==> src/rtl/fec_pkg.sv <==
package fec_pkg;
    parameter int ERR_N  = 4;
    parameter int ADDR_W = 40;
    parameter int SRC_W  = 8;
    parameter int CT_W   = 5;
    parameter int RA_W   = 5;
    parameter int DATA_W = 32;

    localparam int ADDR_HI_W = ADDR_W - 32;
    localparam int SRC_LSB   = 18;
    localparam int CT_LSB    = 26;
    localparam int CAPV_BIT  = 31;

    localparam logic [RA_W-1:0] OFF_STAT  = 5'h00;
    localparam logic [RA_W-1:0] OFF_DIS   = 5'h04;
    localparam logic [RA_W-1:0] OFF_IEN   = 5'h08;
    localparam logic [RA_W-1:0] OFF_ATTR  = 5'h0C;
    localparam logic [RA_W-1:0] OFF_AHI   = 5'h10;
    localparam logic [RA_W-1:0] OFF_ALO   = 5'h14;
    localparam logic [RA_W-1:0] OFF_ATTR2 = 5'h18;

    typedef struct packed {
        logic [ADDR_W-1:0] addr;
        logic [SRC_W-1:0]  src;
        logic [CT_W-1:0]   ctype;
        logic [ERR_N-1:0]  kinds;
    } cap_t;

    function automatic logic [ERR_N-1:0] kind_field(input logic [DATA_W-1:0] d);
        return d[ERR_N-1:0];
    endfunction
endpackage

==> src/rtl/fec_masks.sv <==
module fec_masks
    import fec_pkg::*;
#(
    parameter int N = ERR_N
) (
    input  logic         clk,
    input  logic         rst,
    input  logic         wr_dis,
    input  logic         wr_ien,
    input  logic [N-1:0] wbits,
    output logic [N-1:0] dis_q,
    output logic [N-1:0] ien_q
);
    always_ff @(posedge clk) begin
        if (rst) begin
            dis_q <= '0;
            ien_q <= '0;
        end else begin
            if (wr_dis) dis_q <= wbits;
            if (wr_ien) ien_q <= wbits;
        end
    end
endmodule

==> src/rtl/fec_status.sv <==
module fec_status
    import fec_pkg::*;
#(
    parameter int N = ERR_N
) (
    input  logic         clk,
    input  logic         rst,
    input  logic [N-1:0] det,
    input  logic [N-1:0] clr,
    output logic [N-1:0] st_q
);
    // per-bit sticky flag; a detection in the clearing cycle takes priority
    for (genvar k = 0; k < N; k++) begin : g_bit
        always_ff @(posedge clk) begin
            if (rst)         st_q[k] <= 1'b0;
            else if (det[k]) st_q[k] <= 1'b1;
            else if (clr[k]) st_q[k] <= 1'b0;
        end
    end
endmodule

==> src/rtl/fec_capture.sv <==
module fec_capture
    import fec_pkg::*;
(
    input  logic              clk,
    input  logic              rst,
    input  logic [ERR_N-1:0]  det,
    input  logic [ADDR_W-1:0] addr,
    input  logic [SRC_W-1:0]  src,
    input  logic [CT_W-1:0]   ctype,
    input  logic              clr_cap,
    output cap_t              cap_q,
    output logic              cap_vld
);
    logic load;
    assign load = (|det) && (!cap_vld || clr_cap);

    always_ff @(posedge clk) begin
        if (rst) begin
            cap_q   <= '0;
            cap_vld <= 1'b0;
        end else if (load) begin
            cap_q   <= '{addr: addr, src: src, ctype: ctype, kinds: det};
            cap_vld <= 1'b1;
        end else if (clr_cap) begin
            cap_q.ctype <= '0;
            cap_vld     <= 1'b0;
        end
    end
endmodule

==> src/rtl/fabric_err_unit.sv <==
module fabric_err_unit
    import fec_pkg::*;
(
    input  logic              clk,
    input  logic              rst,
    input  logic [ERR_N-1:0]  evt_pulse,
    input  logic [ADDR_W-1:0] evt_addr,
    input  logic [SRC_W-1:0]  evt_src,
    input  logic [CT_W-1:0]   evt_ctype,
    input  logic [RA_W-1:0]   reg_addr,
    input  logic              reg_wr_en,
    input  logic [DATA_W-1:0] reg_wdata,
    output logic [DATA_W-1:0] reg_rdata,
    output logic              irq
);
    logic [ERR_N-1:0] dis_q, ien_q, st_q, det, st_clr;
    logic             wr_stat, clr_cap, cap_vld;
    cap_t             cap_q;

    assign wr_stat = reg_wr_en && (reg_addr == OFF_STAT);
    assign st_clr  = wr_stat ? kind_field(reg_wdata) : '0;
    assign clr_cap = wr_stat && reg_wdata[CAPV_BIT];
    assign det     = evt_pulse & ~dis_q;

    fec_masks u_masks (
        .clk    (clk),
        .rst    (rst),
        .wr_dis (reg_wr_en && (reg_addr == OFF_DIS)),
        .wr_ien (reg_wr_en && (reg_addr == OFF_IEN)),
        .wbits  (kind_field(reg_wdata)),
        .dis_q  (dis_q),
        .ien_q  (ien_q)
    );

    fec_status u_status (
        .clk  (clk),
        .rst  (rst),
        .det  (det),
        .clr  (st_clr),
        .st_q (st_q)
    );

    fec_capture u_capture (
        .clk     (clk),
        .rst     (rst),
        .det     (det),
        .addr    (evt_addr),
        .src     (evt_src),
        .ctype   (evt_ctype),
        .clr_cap (clr_cap),
        .cap_q   (cap_q),
        .cap_vld (cap_vld)
    );

    assign irq = |(st_q & ien_q);

    always_comb begin
        reg_rdata = '0;
        case (reg_addr)
            OFF_STAT: begin
                reg_rdata[ERR_N-1:0]       = st_q;
                reg_rdata[CT_LSB +: CT_W]  = cap_q.ctype;
                reg_rdata[CAPV_BIT]        = cap_vld;
            end
            OFF_DIS:   reg_rdata[ERR_N-1:0]          = dis_q;
            OFF_IEN:   reg_rdata[ERR_N-1:0]          = ien_q;
            OFF_ATTR:  reg_rdata[SRC_LSB +: SRC_W]   = cap_q.src;
            OFF_AHI:   reg_rdata[ADDR_HI_W-1:0]      = cap_q.addr[ADDR_W-1:32];
            OFF_ALO:   reg_rdata                     = cap_q.addr[31:0];
            OFF_ATTR2: reg_rdata[ERR_N-1:0]          = cap_q.kinds;
            default:   reg_rdata                     = '0;
        endcase
    end
endmodule

==> config.mk <==
export PLATFORM = sky130hd
export DESIGN_NAME = fabric_err_unit
export DESIGN_NICKNAME = d
export VERILOG_FILES = /design/src/rtl/fec_pkg.sv /design/src/rtl/fec_masks.sv /design/src/rtl/fec_status.sv /design/src/rtl/fec_capture.sv /design/src/rtl/fabric_err_unit.sv
export SDC_FILE = /design/constraint.sdc
export NUM_CORES = 1
export LEC_CHECK = 0
export BUFFER_PORTS_ARGS = -buffer_cell sky130_fd_sc_hd__buf_4
export CAP_MARGIN = 30
export CORE_ASPECT_RATIO = 0.7
export CORE_MARGIN = 4
export CORE_UTILIZATION = 30
export CTS_CLUSTER_DIAMETER = 40
export DETAILED_ROUTE_END_ITERATION = 7
export PLACE_DENSITY = 0.58
export SLEW_MARGIN = 0
export SYNTH_ARGS = -nofsm -noshare
export SYNTH_HDL_FRONTEND = slang
export SYNTH_SLANG_ARGS = --single-unit
==> constraint.sdc <==
create_clock -name clk -period 2.1 [get_ports clk]
set_clock_uncertainty 0.05 [all_clocks]
set_input_delay 0.105 -clock clk [delete_from_list [all_inputs] [get_ports clk]]
set_output_delay 0.105 -clock clk [all_outputs]
set_load 0.02 [all_outputs]
# == After elaboration in Yosys (flattened, before gate mapping) ==
# Cells that the tools add are included.
# word_totals
reg_bits,70
in_bits,97
# op_classes
n_eq_ne,6
n_mux,18
n_bitwise,3
reduce_logical,15
# op_table
operator,n
one-hot mux 4 bit (6 select lines),1
one-hot mux 8 bit (2 select lines),1
== test 5 bit (second input constant),3
one-hot mux 6 bit (2 select lines),1
== test 5 x 4 -> 1 bit (second input constant),2
2-to-1 mux 1 bit,10
2-to-1 mux 10 bit,1
2-to-1 mux 5 bit,2
nonzero test 2 bit,5
bitwise AND 4 bit,2
one-hot mux 4 bit (2 select lines),1
OR reduction 4 bit,2
== test 5 x 3 -> 1 bit (second input constant),1
logical AND 1 bit,5
logical NOT 5 bit,1
2-to-1 mux 4 bit,1
inverter 4 bit,1
logical NOT 1 bit,1
logical OR 1 bit,1

# == Logic depth before layout (Yosys ltp) ==
# Gate-level depths: netlist of run 1.
# depth
ltp_word,6
ltp_mapped,7
ltp_nobuf,4

# == Cells and area by module ==
# From an unflattened synthesis of run 1, not the netlist that was laid out.
# unflattened
hier_cells,388
area_unflattened_um2,3691.0
# modules_own_cells
module,instances,cells_per_inst,area_each_um2
fec_capture,1,269,2650.0
fabric_err_unit,1,76,616.8
fec_masks,1,27,284.0
fec_status,1,16,140.1

# == Worst setup path after synthesis of run 1 ==
# Ideal clock, no wire load.
# synth_path
kind,register to register
startpoint,register u_masks.dis_q[3]
endpoint,register u_capture.cap_q[37] (netlist name)
setup_time_ps,132
t_arrival_ps,1521
required_time_ps,1918
slack_ps,397
stages_incl_launch_ff,7
synth_period_minus_slack_ps,1703
path_cell_list,dfxtp_1 -> nor2b_1 -> nor4_2 -> clkbuf_1 -> clkbuf_1 -> nand3b_1 -> a21oi_1
# synth_between
elab_chain_len,4
# synth_lines
element,line,source
"start, declared",fec_masks.sv:11,"output logic [N-1:0] dis_q,"
"start signal, assigned",fec_masks.sv:19,if (wr_dis) dis_q <= wbits;
inverter 4 bit,fabric_err_unit.sv:23,assign det = evt_pulse & ~dis_q;
bitwise AND 4 bit,fabric_err_unit.sv:23,
OR reduction 4 bit,fec_capture.sv:15,assign load = (|det) && (!cap_vld || clr_cap);
logical AND 1 bit,fec_capture.sv:15,
# Every way passes these cells.
# A chain may end at the register's enable or synchronous reset.

# == Worst setup path after layout of run 1 ==
# layout_path
startpoint,register u_masks.dis_q[3]
endpoint,register u_capture.cap_q[29] (netlist name)
# layout_between
elab_chain_len,4
# layout_lines
element,line
inverter 4 bit,fabric_err_unit.sv:23
bitwise AND 4 bit,fabric_err_unit.sv:23
OR reduction 4 bit,fec_capture.sv:15
logical AND 1 bit,fec_capture.sv:15
# Every way passes these cells.

==> metrics.md, run 1 <==
| Metric | Value |
|---|---|
| Largest net degree at the start of global routing | `52` |
| CTS H-tree lvls | `3` |
| Sequential share of power | `38.5%` |
| TNS Setup | `0 ps` |
| Post-route ant nets | `0` |
| Minimum clock period | `1730 ps` |
| Main combinational cell family by area after synthesis | `compound AO/OA/AOI/OAI gates` |
| R2R depth | `5` |
| HP Start | `evt_src[6]` |
| CP Launch Type | `flip-flop` |
| Final Instance Count excl. Fillers | `646` |
| Clk pwr share | `50.0%` |
| Grt peak-use layer | `met2` |
| Synth Instances | `387` |
| Antenna diodes | `0` |
| Routed length per instance | `15.8 um` |
| Total track usage | `16.0%` |
| Switching Share | `21.5%` |
| DIE WIDTH | `133 um` |
| CTS Sinks | `70` |
| Worst hold-check path type | `in -> reg` |
| GR Util met3 | `4.38%` |
| Net Sw Power | `806 uW` |
| TritonCTS buffer count | `9` |
| Post-synthesis xor/xnor area fraction | `0%` |
| Final WL | `10200 um` |
| Ys Warns | `0` |
| Fmax | `579 MHz` |
| Slew headroom | `62.8%` |
| Port Buf Inserts | `102` |
| Worst hold path endpoint | `u_capture.cap_q[15]` |
| Max Slew Vio Count | `0` |
| Reg-to-reg startpoint | `u_masks.dis_q[3]` |
| Cell Pwr Density | `766 nW/um2` |
| Gr ovfl total | `0` |
| Reg-to-Reg End | `u_capture.cap_q[29]` |
| Ys async rst share | `0%` |
| Most frequent cells in the layout | `buf_4 (111), dfxtp_1 (70), a21oi_1 (61)` |
| Leak | `1.95 nW` |
| CTS Buffer Depth | `2` |
| Initial Utilization | `31.1%` |
| Hold path depth | `3` |
| CP Cell Sequence | `nor2b_1, nor4_4, buf_12, nand3b_1, a21oi_1` |
| First-pass GRT wire length | `16500 um` |
| Global routing usage on met2 | `24.2%` |
| Number of global-route vias before repair | `3185` |
| Final GP Congestion | `0.773` |
| Post-Syn Area | `3260 um2` |
| Layout cells sized above 1 | `26.8%` |
| Filler instances | `1026` |
| Final period util | `82.2%` |
| Hpwl dp | `6790 um` |
| Clock transition at the registers of the reported paths | `60 ps` |
| P&R area growth vs syn | `50.4%` |
| Part of the Yosys area used for sequential elements | `43.0%` |
| Clk Latency, worst-skew pair | `330 ps` |
| Max stage delay cell, worst path | `nor4_4` |
| Most common cell after layout, fill and taps aside | `buf_4` |
| Post-Synth Simple-Gate Area | `21.8%` |
| Adder-cell area share of the yosys netlist | `0%` |
| Synth Area in Compound Gates | `29.5%` |
| Yosys cell types | `33` |
| P_int | `2.94 mW` |
| Iter 0 DRT Violations | `210` |
| TritonCTS clock tree | `yes` |
| Avg Inst Size Synth | `8.41 um2` |
| Worst-path fanout max | `47` |
| DRT Pass-1 Iters | `6` |
| Die Y | `95.2 um` |
| Vias per Instance | `5.19` |
| Mux contribution to synthesized area | `0%` |
| Dpl cells | `597` |
| Routed vias | `3354` |
| # DRC | `0` |
| Final Hold Fails | `0` |
| Initial antenna violation count | `0` |
| Max-cap violations | `0` |
| Setup slack, reg-to-reg | `370 ps` |
| Core ar. | `10500 um2` |
| Multi-input logic area | `1690 um2` |
| Peak supply drop | `430 uV` |
| RSZ-0062 raised after global routing | `false` |
| Syn nets | `484` |
| Setup crit end kind | `flip-flop` |
| Post-synth EDFFs | `0` |
| Met1 Usage GRT | `22.4%` |
| Fin nets | `606` |
| Worst-margin pin slew | `555 ps` |
| Ports | `130` |
| # rows | `31` |
| Die area | `12600 um2` |
| Setup Viol. Count Final | `0` |
| Setup CP Type | `reg -> reg` |
| CP Data Required Time | `2240 ps` |
| Synthesized flop and latch total | `70` |
| Run status | `finished, final reports clean` |
| Register area | `1400 um2` |
| Crit path largest cell delay | `570 ps` |
| Logic gate share of total power | `11.5%` |
| Post-synth top flop | `dfxtp_1` |
| CP Data Arrival Time | `1860 ps` |
| Root buffer cell | `clkbuf_16` |
-- stage by stage --
step	hold slack, ps	worst slack [ps]	area, um2	total power, mW	util (%)
floorplan	164	397	3260	1.67	-
global placement	270	375	4200	1.84	40.1
detailed placement	272	330	4200	1.85	40.1
CTS	1.13	355	4900	3.79	46.8
global route	8.42	211	4900	3.91	46.8
finish	7.49	374	4900	3.75	46.8
-- cells in the mapped netlist, types with 6 or more instances --
library cell | count | share of area [%]
dfxtp_1 | 70 | 43
a21oi_1 | 61 | 9.4
nand3b_1 | 48 | 11
o21ai_0 | 37 | 5.7
clkbuf_1 | 24 | 2.8
o21ai_1 | 20 | 3.1
a22o_1 | 18 | 4.8
a22oi_1 | 14 | 3.2
nand2_1 | 13 | 1.5
nand3_1 | 12 | 1.8
and2_1 | 11 | 2.1
buf_2 | 9 | 1.4
nor2_1 | 8 | 0.92
inv_1 | 7 | 0.81
nor2b_1 | 6 | 1.2
-- sequential cells by signal, indices dropped and copies added, names as in the netlist --
name,flops
u_capture.cap_q,57
u_status.st_q,4
u_capture.cap_vld,1
u_masks.ien_q,4
u_masks.dis_q,4
-- how the worst max path moves through the flow --
stage	from	end	slack (ps)
floorplan	u_masks.dis_q[3]	u_capture.cap_q[37]	400
global placement	reg_addr[4]	u_capture.cap_q[25]	380
detailed placement	reg_addr[4]	u_capture.cap_q[26]	330
CTS	u_masks.dis_q[3]	u_capture.cap_q[53]	360
global route	u_masks.dis_q[3]	u_capture.cap_q[26]	210
finish	u_masks.dis_q[3]	u_capture.cap_q[29]	370
-- worst max-delay path: cells and delay by family, from the launching register on --
family | cells | cell delay (ps)
simple gates | 3 | 820
buf+inv | 1 | 260
flops | 1 | 360
compound gates | 1 | 70
-- layout make-up --
type	instances	share of cell area [%]
Multi-Input combinational cell	273	34.5
Sequential cell	70	28.6
Timing Repair Buffer	148	25.4
Clock buffer	10	4.88
Tap cell	132	3.37
Clock inverter	6	2.71
Inverter	7	0.537
-- logic make-up after synthesis --
group,count (synthesis)
flip-flops,70
buffers and inverters,44
AND/OR/NAND/NOR,111
AO/OA/AOI/OAI,162
-- power by group through the flow --
| stage | Combinational (mW) | Clock, mW | Sequential (mW) |
|---|---|---|---|
| 2_1_floorplan | 0.205 | 0 | 1.46 |
| 3_3_place_gp | 0.376 | 0 | 1.47 |
| 3_5_place_dp | 0.383 | 0 | 1.47 |
| 4_1_cts | 0.434 | 1.91 | 1.44 |
| 5_1_grt | 0.477 | 1.98 | 1.45 |
| 6_report | 0.433 | 1.87 | 1.44 |
-- layer usage --
metal  wire length, um  share of wire [%]
met1              5020                 49
met2              4390                 43
met3               653                6.4
met4               153                1.5
met5                 0                  0
-- repair_timing --
item,CTS,global route
setup buffers,0,0
resized for setup,0,0
endpoints found under the hold margin,37,0
hold buffers,33,0
(Power assumes the default switching activity.)
==> inputs of run 2 (changes only) <==
- PLACE_DENSITY: 0.58 -> 0.6
- clock period: 2.1 -> 1.4 ns (I/O delays scaled with it)
==> run 2 against run 1 <==
Compared with the run above:
- the flow now finishes with violations (setup timing)
- flip-flop and latch count unchanged
- critical path depth up 1
- combinational power is 88% higher
- non-clock buffer count grew 56
==> metrics.md, run 2 (synthesis gave the netlist of run 1 again) <==
| Metric | Value |
|---|---|
| Design Area, Final | `5730 um2 (+17%)` |
| Core ar. | `10500 um2 (unchanged)` |
| Final period util | `108% (+26 points)` |
| Crit path largest cell delay | `350 ps (-220 ps)` |
| Worst-margin pin slew | `340 ps (-214 ps)` |
| Layout Utilization | `54.7% (+7.9 points)` |
| Max reg flops | `57 (unchanged)` |
| Setup Viol. Count Final | `45 (+45)` |
| Clk pwr share | `47.1% (-2.9 points)` |
| CP Data Arrival Time | `1720 ps (-140 ps)` |
| Largest net degree at the start of global routing | `49 (-5.8%)` |
| # DRC | `0 (unchanged)` |
| P&R area growth vs syn | `75.9%` |
| Antenna diodes | `0 (unchanged)` |
| Gr ovfl total | `0 (unchanged)` |
| Slew headroom | `77.3% (+15 points)` |
| Most flops, register | `u_capture.cap_q` |
| Worst hold-check path type | `in -> reg` |
| Final WS setup | `-108 ps (-482 ps)` |
| Port Buf Inserts | `102 (unchanged)` |
| Worst path bufs/invs | `2 (+1)` |
| Setup crit end kind | `flip-flop` |
| TNS Setup | `-2230 ps (-2230 ps)` |
| DRT Pass-1 Iters | `4 (-2)` |
| Logic gate share of total power | `14.4% (+2.9 points)` |
| Worst-path fanout max | `19 (-60%)` |
| Dpl cells | `622 (+4.2%)` |
| Final Instance Count excl. Fillers | `702 (+8.7%)` |
| First-pass GRT wire length | `17400 um (+5.7%)` |
| Hpwl dp | `7240 um (+6.7%)` |
| Final Hold Fails | `0 (unchanged)` |
| Layout cells sized above 1 | `34.6% (+7.7 points)` |
| Peak supply drop | `683 uV (+59%)` |
| Sequential share of power | `38.5% (about the same)` |
| Initial antenna violation count | `0 (unchanged)` |
| TritonCTS buffer count | `9 (unchanged)` |
| Vias per Instance | `5.20 (+0.23%)` |
| Net Sw Power | `1.28 mW (+59%)` |
| Ports | `130 (unchanged)` |
| Max-cap violations | `0 (unchanged)` |
| Routed length per instance | `16.2 um (+2.6%)` |
| Fmax | `663 MHz (+14%)` |
| Violated checks | `setup timing` |
| Max Slew Vio Count | `0 (unchanged)` |
| Total Power | `5.64 mW (+50%)` |
| Number of global-route vias before repair | `3468 (+8.9%)` |
| Clock transition at the registers of the reported paths | `60 ps (about the same)` |
| Total track usage | `17.1% (+1.1 points)` |
| CP Cell Sequence | `nor2b_2, nor4_4, buf_6, clkbuf_16, o21ai_0, a21oi_1` |
| Setup CP Type | `reg -> reg` |
| Dpl cell area | `4440 um2 (+5.8%)` |
| Minimum clock period | `1510 ps (-218 ps)` |
| TritonCTS clock tree | `yes` |
| RSZ-0062 raised after global routing | `true` |
| Die area | `12600 um2 (unchanged)` |
| Most common cell after layout, fill and taps aside | `buf_4` |
| # rows | `31 (unchanged)` |
| CTS Buffer Depth | `2 (unchanged)` |
| Routed vias | `3653 (+8.9%)` |
| Final GP Congestion | `0.853 (+10%)` |
| CP Data Required Time | `1610 ps (-630 ps)` |
| Crit path max-delay family | `buffers and inverters` |
| Root buffer cell | `clkbuf_16` |
| Pre-CTS WS | `-201 ps (-531 ps)` |
| Post-route ant nets | `0 (unchanged)` |
| Cell Pwr Density | `985 nW/um2 (+29%)` |
| Most frequent cells in the layout | `buf_4 (106), dfxtp_1 (67), a21oi_1 (59)` |
| Fin nets | `662 (+9.2%)` |
| Switching Share | `22.7% (+1.2 points)` |
| CTS Sinks | `70 (unchanged)` |
| Die Y | `95.2 um (unchanged)` |
| Minimum hold slack | `84.4 ps (+76.9 ps)` |
| P_int | `4.36 mW (+48%)` |
| CP Launch Type | `flip-flop` |
| Run status | `finished with violations` |
| Initial Utilization | `31.1% (unchanged)` |
| Leak | `2.31 nW (+18%)` |
| Setup slack, reg-to-reg | `-110 ps (-480 ps)` |
| DIE WIDTH | `133 um (unchanged)` |
| Iter 0 DRT Violations | `253 (+20%)` |
| Max stage delay cell, worst path | `nor4_4` |
| Final WL | `11400 um (+11%)` |
| Clk Latency, worst-skew pair | `330 ps (about the same)` |
| CTS H-tree lvls | `3 (unchanged)` |
run 2: cell types whose count changed in the layout (fill, tap and decap cells not counted), sizes merged:
cell / delta
buf: +30
dlygate4sd3: +24
clkbuf: +3
bufinv: -1
run 2: routing by layer:
| metal | wire (um) | vias up | global-route usage, % |
|---|---|---|---|
| li1 | - | 1775 | - |
| met1 | 5420 | 1764 | 22.9 |
| met2 | 5300 | 101 | 27.5 |
| met3 | 568 | 13 | 4.80 |
| met4 | 104 | 0 | 4.41 |
| met5 | 0 | - | 0 |
run 2: worst paths after layout:
kind                             from  depth (start not counted)                  end
setup reg to reg     u_masks.dis_q[0]                          6  u_capture.cap_q[15]
setup / recovery     u_masks.dis_q[0]                          6  u_capture.cap_q[15]
hold / removal                    rst                          2  u_capture.cap_q[42]
hold reg to reg   u_capture.cap_q[25]                          2  u_capture.cap_q[25]
run 2: layout make-up:
class / count / area [um2]
Timing Repair Buffer: 204 / 1960
Clock inverter: 5 / 106
Sequential cell: 70 / 1410
Inverter: 7 / 26.3
Tap cell: 132 / 165
Multi-Input combinational cell: 273 / 1820
Clock buffer: 11 / 243
Fill cell: 947 / 4750
run 2: power groups by stage:
stage	Clock [mW]	Sequential [mW]	Combinational, mW
CTS	2.72	2.17	0.780
global placement	0	2.21	0.616
detailed placement	0	2.21	0.628
floorplan	0	2.19	0.316
global route	2.82	2.19	0.880
finish	2.65	2.17	0.812
run 2: timing repair:
item                       CTS  global route
setup endpoints to repair   86            73
pin swaps                   10            13
hold buffers                57             0
resized for setup           32            43
setup buffers                2             2
gates cloned                 0             3
hold endpoints to repair    63             0
